--- config.mk ---
export PLATFORM = sky130hd
export DESIGN_NAME = pflash_seq
export DESIGN_NICKNAME = d
export VERILOG_FILES = /design/src/rtl/pflash_pkg.sv /design/src/rtl/strobe_meter.sv /design/src/rtl/busy_timer.sv /design/src/rtl/code_store.sv /design/src/rtl/pflash_seq.sv
export SDC_FILE = /design/constraint.sdc
export NUM_CORES = 2
export LEC_CHECK = 0
export BUFFER_PORTS_ARGS = -buffer_cell sky130_fd_sc_hd__buf_2
export CAP_MARGIN = 5
export CELL_PAD_IN_SITES_DETAIL_PLACEMENT = 0
export CELL_PAD_IN_SITES_GLOBAL_PLACEMENT = 1
export CORE_MARGIN = 2
export CORE_UTILIZATION = 54
export DETAILED_ROUTE_END_ITERATION = 10
export HOLD_SLACK_MARGIN = 0.1
export PLACE_DENSITY = 0.78
export SYNTH_ARGS = -nofsm -noshare
export SYNTH_HDL_FRONTEND = slang
export SYNTH_SLANG_ARGS = --single-unit
--- constraint.sdc ---
create_clock -name clk -period 4.8 [get_ports clk]
set_clock_uncertainty 0.1 [all_clocks]
set_input_delay 0.48 -clock clk [delete_from_list [all_inputs] [get_ports clk]]
set_output_delay 0.48 -clock clk [all_outputs]
set_load 0.005 [all_outputs]
--- src/rtl/pflash_pkg.sv ---
package pflash_pkg;
  typedef enum logic [1:0] {
    OP_CODE = 2'd0,
    OP_LOCK = 2'd1,
    OP_FUSE = 2'd2,
    OP_RSVD = 2'd3
  } op_e;
endpackage

--- src/rtl/strobe_meter.sv ---
module strobe_meter #(
  parameter int ERASE_CYC = 240000
) (
  input  logic clk,
  input  logic rst_n,
  input  logic prog_n,
  output logic rise,
  output logic long_p
);
  localparam int CW = $clog2(ERASE_CYC + 1);
  logic          prog_q;
  logic [CW-1:0] low_cnt;

  always_ff @(posedge clk) begin
    if (!rst_n) begin
      prog_q  <= 1'b1;
      low_cnt <= '0;
    end else begin
      prog_q <= prog_n;
      if (prog_n)
        low_cnt <= '0;
      else if (low_cnt != CW'(ERASE_CYC))
        low_cnt <= low_cnt + 1'b1;
    end
  end

  assign rise   = prog_n & ~prog_q;
  assign long_p = (low_cnt == CW'(ERASE_CYC));
endmodule

--- src/rtl/busy_timer.sv ---
module busy_timer #(
  parameter int WRITE_CYC = 48000
) (
  input  logic clk,
  input  logic rst_n,
  input  logic start,
  output logic busy,
  output logic done
);
  localparam int TW = $clog2(WRITE_CYC + 1);
  logic [TW-1:0] left;

  assign done = busy && (left == TW'(1));

  always_ff @(posedge clk) begin
    if (!rst_n) begin
      busy <= 1'b0;
      left <= '0;
    end else if (!busy) begin
      if (start) begin
        busy <= 1'b1;
        left <= TW'(WRITE_CYC);
      end
    end else if (done) begin
      busy <= 1'b0;
      left <= '0;
    end else begin
      left <= left - 1'b1;
    end
  end
endmodule

--- src/rtl/code_store.sv ---
module code_store #(
  parameter int ADDR_W = 8
) (
  input  logic              clk,
  input  logic              rst_n,
  input  logic              wr_en,
  input  logic [ADDR_W-1:0] wr_addr,
  input  logic [7:0]        wr_data,
  input  logic              wipe,
  input  logic [ADDR_W-1:0] rd_addr,
  output logic [7:0]        rd_data
);
  localparam int DEPTH = 1 << ADDR_W;
  logic [7:0] mem [DEPTH];

  always_ff @(posedge clk) begin
    if (!rst_n || wipe) begin
      for (int i = 0; i < DEPTH; i++) mem[i] <= 8'hFF;
    end else if (wr_en) begin
      mem[wr_addr] <= wr_data;
    end
  end

  assign rd_data = mem[rd_addr];
endmodule

--- src/rtl/pflash_seq.sv ---
module pflash_seq
  import pflash_pkg::*;
#(
  parameter int ADDR_W    = 8,
  parameter int WRITE_CYC = 48000,
  parameter int ERASE_CYC = 240000
) (
  input  logic              clk,
  input  logic              rst_n,
  input  logic [1:0]        op_sel,
  input  logic [ADDR_W-1:0] addr,
  input  logic [7:0]        wdata,
  input  logic              prog_n,
  output logic              rdy,
  input  logic              req_valid,
  output logic              req_ready,
  output logic              rsp_valid,
  input  logic              rsp_ready,
  output logic [7:0]        rsp_data,
  output logic              ser_prog_off
);
  logic              rise, long_p, busy, done;
  logic              start_wr, wipe, take;
  op_e               cur_op, pend_op;
  logic [ADDR_W-1:0] pend_addr;
  logic [7:0]        pend_data, store_q, rd_val;
  logic [1:0]        lock;
  logic              fuse;

  assign cur_op = op_e'(op_sel);

  strobe_meter #(.ERASE_CYC(ERASE_CYC)) u_meter (
    .clk(clk), .rst_n(rst_n), .prog_n(prog_n), .rise(rise), .long_p(long_p)
  );

  // A strobe edge counts only while idle; a long code pulse erases instead of writing.
  assign wipe     = rise && !busy && (cur_op == OP_CODE) && long_p;
  assign start_wr = rise && !busy && (cur_op != OP_RSVD) && !wipe;

  busy_timer #(.WRITE_CYC(WRITE_CYC)) u_timer (
    .clk(clk), .rst_n(rst_n), .start(start_wr), .busy(busy), .done(done)
  );

  code_store #(.ADDR_W(ADDR_W)) u_store (
    .clk(clk), .rst_n(rst_n),
    .wr_en(done && (pend_op == OP_CODE)), .wr_addr(pend_addr), .wr_data(pend_data),
    .wipe(wipe), .rd_addr(addr), .rd_data(store_q)
  );

  always_ff @(posedge clk) begin
    if (!rst_n) begin
      pend_op   <= OP_CODE;
      pend_addr <= '0;
      pend_data <= '0;
      lock      <= '0;
      fuse      <= 1'b0;
    end else begin
      if (start_wr) begin
        pend_op   <= cur_op;
        pend_addr <= addr;
        pend_data <= wdata;
      end
      if (wipe)
        lock <= '0;
      else if (done && pend_op == OP_LOCK)
        lock <= lock | pend_data[1:0];
      if (done && pend_op == OP_FUSE)
        fuse <= pend_data[0];
    end
  end

  always_comb begin
    if (cur_op != OP_CODE)
      rd_val = {5'b0, fuse, lock};
    else if (|lock)
      rd_val = 8'h00;
    else if (busy && pend_op == OP_CODE && addr == pend_addr)
      rd_val = {~pend_data[7], 7'b0};
    else
      rd_val = store_q;
  end

  assign req_ready = !rsp_valid || rsp_ready;
  assign take      = req_valid && req_ready;

  always_ff @(posedge clk) begin
    if (!rst_n) begin
      rsp_valid <= 1'b0;
      rsp_data  <= '0;
    end else if (take) begin
      rsp_valid <= 1'b1;
      rsp_data  <= rd_val;
    end else if (rsp_ready) begin
      rsp_valid <= 1'b0;
    end
  end

  assign rdy          = !busy;
  assign ser_prog_off = fuse;
endmodule

# --- Word level (Yosys, flattened, before mapping) ---
# Memory sizes are Yosys's and may differ from the RTL's.
# Index checks and enable logic that the tools add are counted.
totals:
  regBits: 66
  ramBits: 2048
  in_bits: 23
  output_inout_bits: 12
  wordCells: 72
  mem_count: 1
op_classes:
  n_addsub: 2
  n_eq_ne: 7
  mux: 19
  bitwise: 5
  reduce_logical: 27
memory_table:
  columns: ["memory", "depth", "width", "read_ports", "rd_ports_with_merged_regs", "write_ports", "line_no", "rtl"]
  rows:
  - ["u_store.mem", 256, 8, 1, 0, 256, "code_store.sv:14", "logic [7:0] mem [DEPTH];"]
ops:
  columns: ["op", "count"]
  rows:
  - ["2-to-1 mux 16 bit", 3]
  - ["2-to-1 mux 8 bit", 5]
  - ["adder 18 x 1 -> 18 bit (second input constant)", 1]
  - ["== test 18 bit (second input constant)", 1]
  - ["inequality test 18 bit (second input constant)", 1]
  - ["== test 16 x 1 -> 1 bit (second input constant)", 1]
  - ["subtractor 16 x 1 -> 16 bit (second input constant)", 1]
  - ["logical AND 1 bit", 12]
  - ["2-to-1 mux 1 bit", 11]
  - ["== test 8 bit", 1]
  - ["OR reduction 8 bit", 1]
  - ["nonzero test 2 bit", 3]
  - ["OR reduction 2 bit", 3]
  - ["logical NOT 1 bit", 4]
  - ["logical NOT 2 bit", 2]
  - ["inverter 1 bit", 3]
  - ["== test 2 x 1 -> 1 bit (second input constant)", 1]
  - ["== test 2 bit (second input constant)", 1]
  - ["logical OR 1 bit", 2]
  - ["inequality test 2 bit (second input constant)", 1]
  - ["bitwise OR 2 bit", 1]
  - ["AND 1 bit", 1]

# --- Depth between registers and ports, before layout ---
depth:
  word_depth: 10
  mapped_depth: 13
  ltp_nobuf: 9

# --- Modules after synthesis ---
# A second synthesis with hierarchy kept.
hier_totals:
  cells_unflattened: 6848
  area_unflattened_um2: 98214.2
by_module_without_submodules:
  columns: ["mod", "instances", "cells_each", "area_each_um2", "seq_area_each_um2"]
  rows:
  - ["code_store", 1, 6467, 94999.9, 61499.0]
  - ["pflash_seq", 1, 156, 1257.5, 600.6]
  - ["busy_timer", 1, 117, 1039.7, 340.3]
  - ["strobe_meter", 1, 108, 917.1, 380.4]

# --- Least setup slack after synthesis ---
# OpenSTA, ideal clock, no wires.
synth_timing:
  kind: "register -> register"
  startpoint: "register u_timer.left[0]"
  endpoint: "memory u_store.mem[108][0], enable pin"
  setup_ps: 384
  arrival_time_ps: 2973
  required_ps: 4316
  slack_ps: 1343
  stages_incl_launch_ff: 9
  n_path_buf: 1
  period_less_slack_ps: 3457
  cell_sequence: "dfxtp_1 > ha_1 > nor4b_1 > nand4_2 > or4b_4 > nor3_1 > nand3_1 > clkbuf_1 > o21ai_0"
synth_rtl:
  columns: ["item", "line_no", "rtl"]
  rows:
  - ["start: declaration", "busy_timer.sv:11", "logic [TW-1:0] left;"]
  - ["start signal: assignment", "busy_timer.sv:22", "left <= TW'(WRITE_CYC);"]
  - ["start signal: assignment", "busy_timer.sv:28", "left <= left - 1'b1;"]
  - ["end: declaration", "code_store.sv:14", null]

==> flow_summary.json <==
{
  "ant_nets": 0,
  "status": "complete, but fails checks",
  "ios": 35,
  "fmax_mhz": 229,
  "clock_latency_ps": 870,
  "multiInputGateArea_sq_um": 27300,
  "seq_area_sq_um": 62800,
  "yosys_register_bits": 2114,
  "tritoncts": "yes",
  "drtPass1Iterations": 6,
  "synth_area_sq_um": 92800,
  "internal_power_w": 0.0295,
  "hold_end": "pend_op[0]",
  "wire_per_inst_um": 32.5,
  "grt-ovfl-total": 0,
  "min_from": "prog_n",
  "combinationalPowerShare": 0.054,
  "clockRootBuffer": "clkbuf_16",
  "whs_path_depth": 5,
  "gp_congestion": 0.952,
  "synthMostInstantiatedCell": "nand2_1",
  "place.port_buffers": 34,
  "track_usage": 0.351,
  "cts_buffers": 210,
  "grt_setup_unrepaired": "no",
  "hp-class": "in2reg",
  "final_hold_viol_count": 0,
  "synth_flop_cell": "edfxtp_1",
  "clkTransAtPathRegs_ps": 70,
  "violations": "capacitance limit, slew limit",
  "drv_cap": 1,
  "post-cts-setup-buffer-count": 0,
  "r2r_cells": 9,
  "switching_share": 0.225,
  "r2r-start": "u_timer.left[0]",
  "power.density_nw_per_um2": 362,
  "synth_edf_count": 2048,
  "clk_path_buf_depth": 3,
  "maxSlewHeadroom": -0.00972,
  "fin_crit_sh": 0.910,
  "clkSinkCount": 2114,
  "core-area_sq_um": 171000,
  "grt_max_degree": 180,
  "viasPerCell": 6.54,
  "wirelength_um": 305000,
  "worst_pin_slew_ps": 1510,
  "rrSetupSlack_ps": 430,
  "ir_drop_mv": 0.378,
  "die_h_um": 419,
  "synthTopCellsByArea": "edfxtp_1 66%, mux4_2 12%, nand2_1 8.7%",
  "pre_cts_slack_ps": 542,
  "synth_top_area_frac": 0.663,
  "drc": 0,
  "clkPwrFrac": 0.416,
  "arrival_ps": 4820,
  "cts_hold_buf": 18,
  "h-tree-depth": 4,
  "p_leak_nw": 26.5,
  "post_cts_resized": 0,
  "fin_cells": 9367,
  "tns_ps": 0,
  "fill_cells": 12700,
  "setup_viol": 0,
  "setup_slack_ps": 432,
  "worstPathMaxFanout": 16,
  "drive_gt1_frac": 0.213,
  "end_kind": "flop",
  "path_class": "reg2reg",
  "yosys_warnings": 0,
  "reg2reg_to": "u_store.mem[148][4]",
  "postSynthAreaPerCell_sq_um": 13.8,
  "num_vias": 61300,
  "dp_hpwl_um": 195000,
  "seq_area_frac_synth": 0.677,
  "layout_min_cycle_time_ps": 4370,
  "fp.dieArea_sq_um": 175000,
  "antenna_found_initial": 16,
  "placementRows": 152,
  "required_ps": 5250,
  "power_switching_w": 0.00858,
  "final_util": 0.614,
  "grt_first_pass_wirelength_um": 433000,
  "drtIter0Drc": 10000,
  "fp.dieW_um": 419,
  "syn-num-nets": 6727,
  "initial_core_util": 0.542,
  "synth_top_area_cell": "edfxtp_1",
  "syn_inst": 6700,
  "yosysUniqueCellTypes": 75,
  "worstSetupStartpointType": "flop",
  "area_growth_pct": 13.3,
  "p_seq_frac": 0.530,
  "nets": 6949,
  "async_flop_share": 0,
  "grt_pass1_vias": 58900,
  "dp.cells": 8925,
  "drv_slew": 9,
  "synthTopCellsByCount": "2154 x nand2_1, 2048 x edfxtp_1, 486 x mux4_2"
}
[cell type report]
class,instances,share of cell area
well taps,2233,0.0266
repair buffers,665,0.0538
clock buffers,265,0.0523
diodes,35,0.000833
flip-flops and latches,2114,0.597
clock inverters,124,0.00924
multi-input cells,3918,0.259
inverters,13,0.000464
[cell families (layout without fill, tap and decap cells)]
kind of cell / Yosys count / count (layout) / share of synthesized area
muxes: 657 / 657 / 0.137
buffers and inverters: 668 / 1067 / 0.0308
AOI/OAI and AO/OA: 613 / 613 / 0.0395
and+or+nand+nor: 2622 / 2622 / 0.113
xor gates and xnor gates: 22 / 22 / 0.00208
DFF: 2114 / 2114 / 0.677
other: 0 / 35 / 0
adders and majority gates: 4 / 4 / 0.000539
[per-stage QoR]
step	area, sq um	hold WS, ps	total power (W)
floorplan	92800	349	0.0216
global placement	98400	365	0.0226
detailed placement	98400	376	0.0226
CTS	105000	112	0.0381
global route	105000	153	0.0389
finish	105000	175	0.0381
[registers in the layout, summed over array words and instances (netlist names)]
signal / flops
lock: 2
pend_addr: 8
pend_data: 8
pend_op: 2
rsp_data: 8
rsp_valid: 1
ser_prog_off: 1
u_meter.low_cnt: 18
u_meter.prog_q: 1
u_store.mem: 2048
u_timer.busy: 1
u_timer.left: 16
[layer usage]
layer | GRT usage | vias to the layer above | routed length, um
li1 | - | 25100 | -
met1 | 0.478 | 31000 | 110000
met2 | 0.513 | 4481 | 136000
met3 | 0.114 | 753 | 43500
met4 | 0.167 | 10 | 16000
met5 | 0 | - | 61
[power groups by stage]
stage               clock [W]  combinational, W  sequential (W)
finish                 0.0158           0.00205          0.0202
global route           0.0166           0.00212          0.0202
CTS                    0.0159           0.00200          0.0202
detailed placement          0           0.00198          0.0206
global placement            0           0.00196          0.0206
floorplan                   0           0.00105          0.0206
[worst max-delay path by stage]
stage / from / end / cells past startpoint
floorplan: u_timer.left[0] / u_store.mem[108][0] / 8
global placement: u_timer.left[0] / u_store.mem[252][6] / 8
detailed placement: u_timer.left[0] / u_store.mem[252][0] / 8
CTS: u_timer.left[0] / u_store.mem[148][7] / 9
global route: u_timer.left[0] / u_store.mem[148][7] / 9
finish: u_timer.left[0] / u_store.mem[148][4] / 9
[worst max-delay path, stage by stage (launching register included)]
cell	delay [ps]
dfxtp_1	460
ha_1	190
nor4b_1	380
nand4_2	250
or4b_4	640
nor3_1	500
nand2_2	510
buf_4	410
o21ai_0	360
buf_4	230
[cell usage in the layout (no fill, tap or decap), types with 29 or more instances in the layout]
master     netlist  final
dfxtp_1         66     58
nand3_1         46     43
clkinv_1         0     47
mux4_2         486    486
nand2_1       2154   2146
clkbuf_16        0    211
edfxtp_1      2048   2048
clkbuf_1       418     52
o22ai_1         67     67
a211oi_1        30     30
clkinv_2         0     46
buf_2          143     29
o21ai_0        296    296
mux2i_1        151    151
nor2_1         200    184
nor2b_1         55     51
diode_2          0     35
a21oi_1         51     51
nor3_1          36     33
buf_12           0     53
a22oi_1         55     55
buf_4           45    561
(Power assumes the default switching activity.)
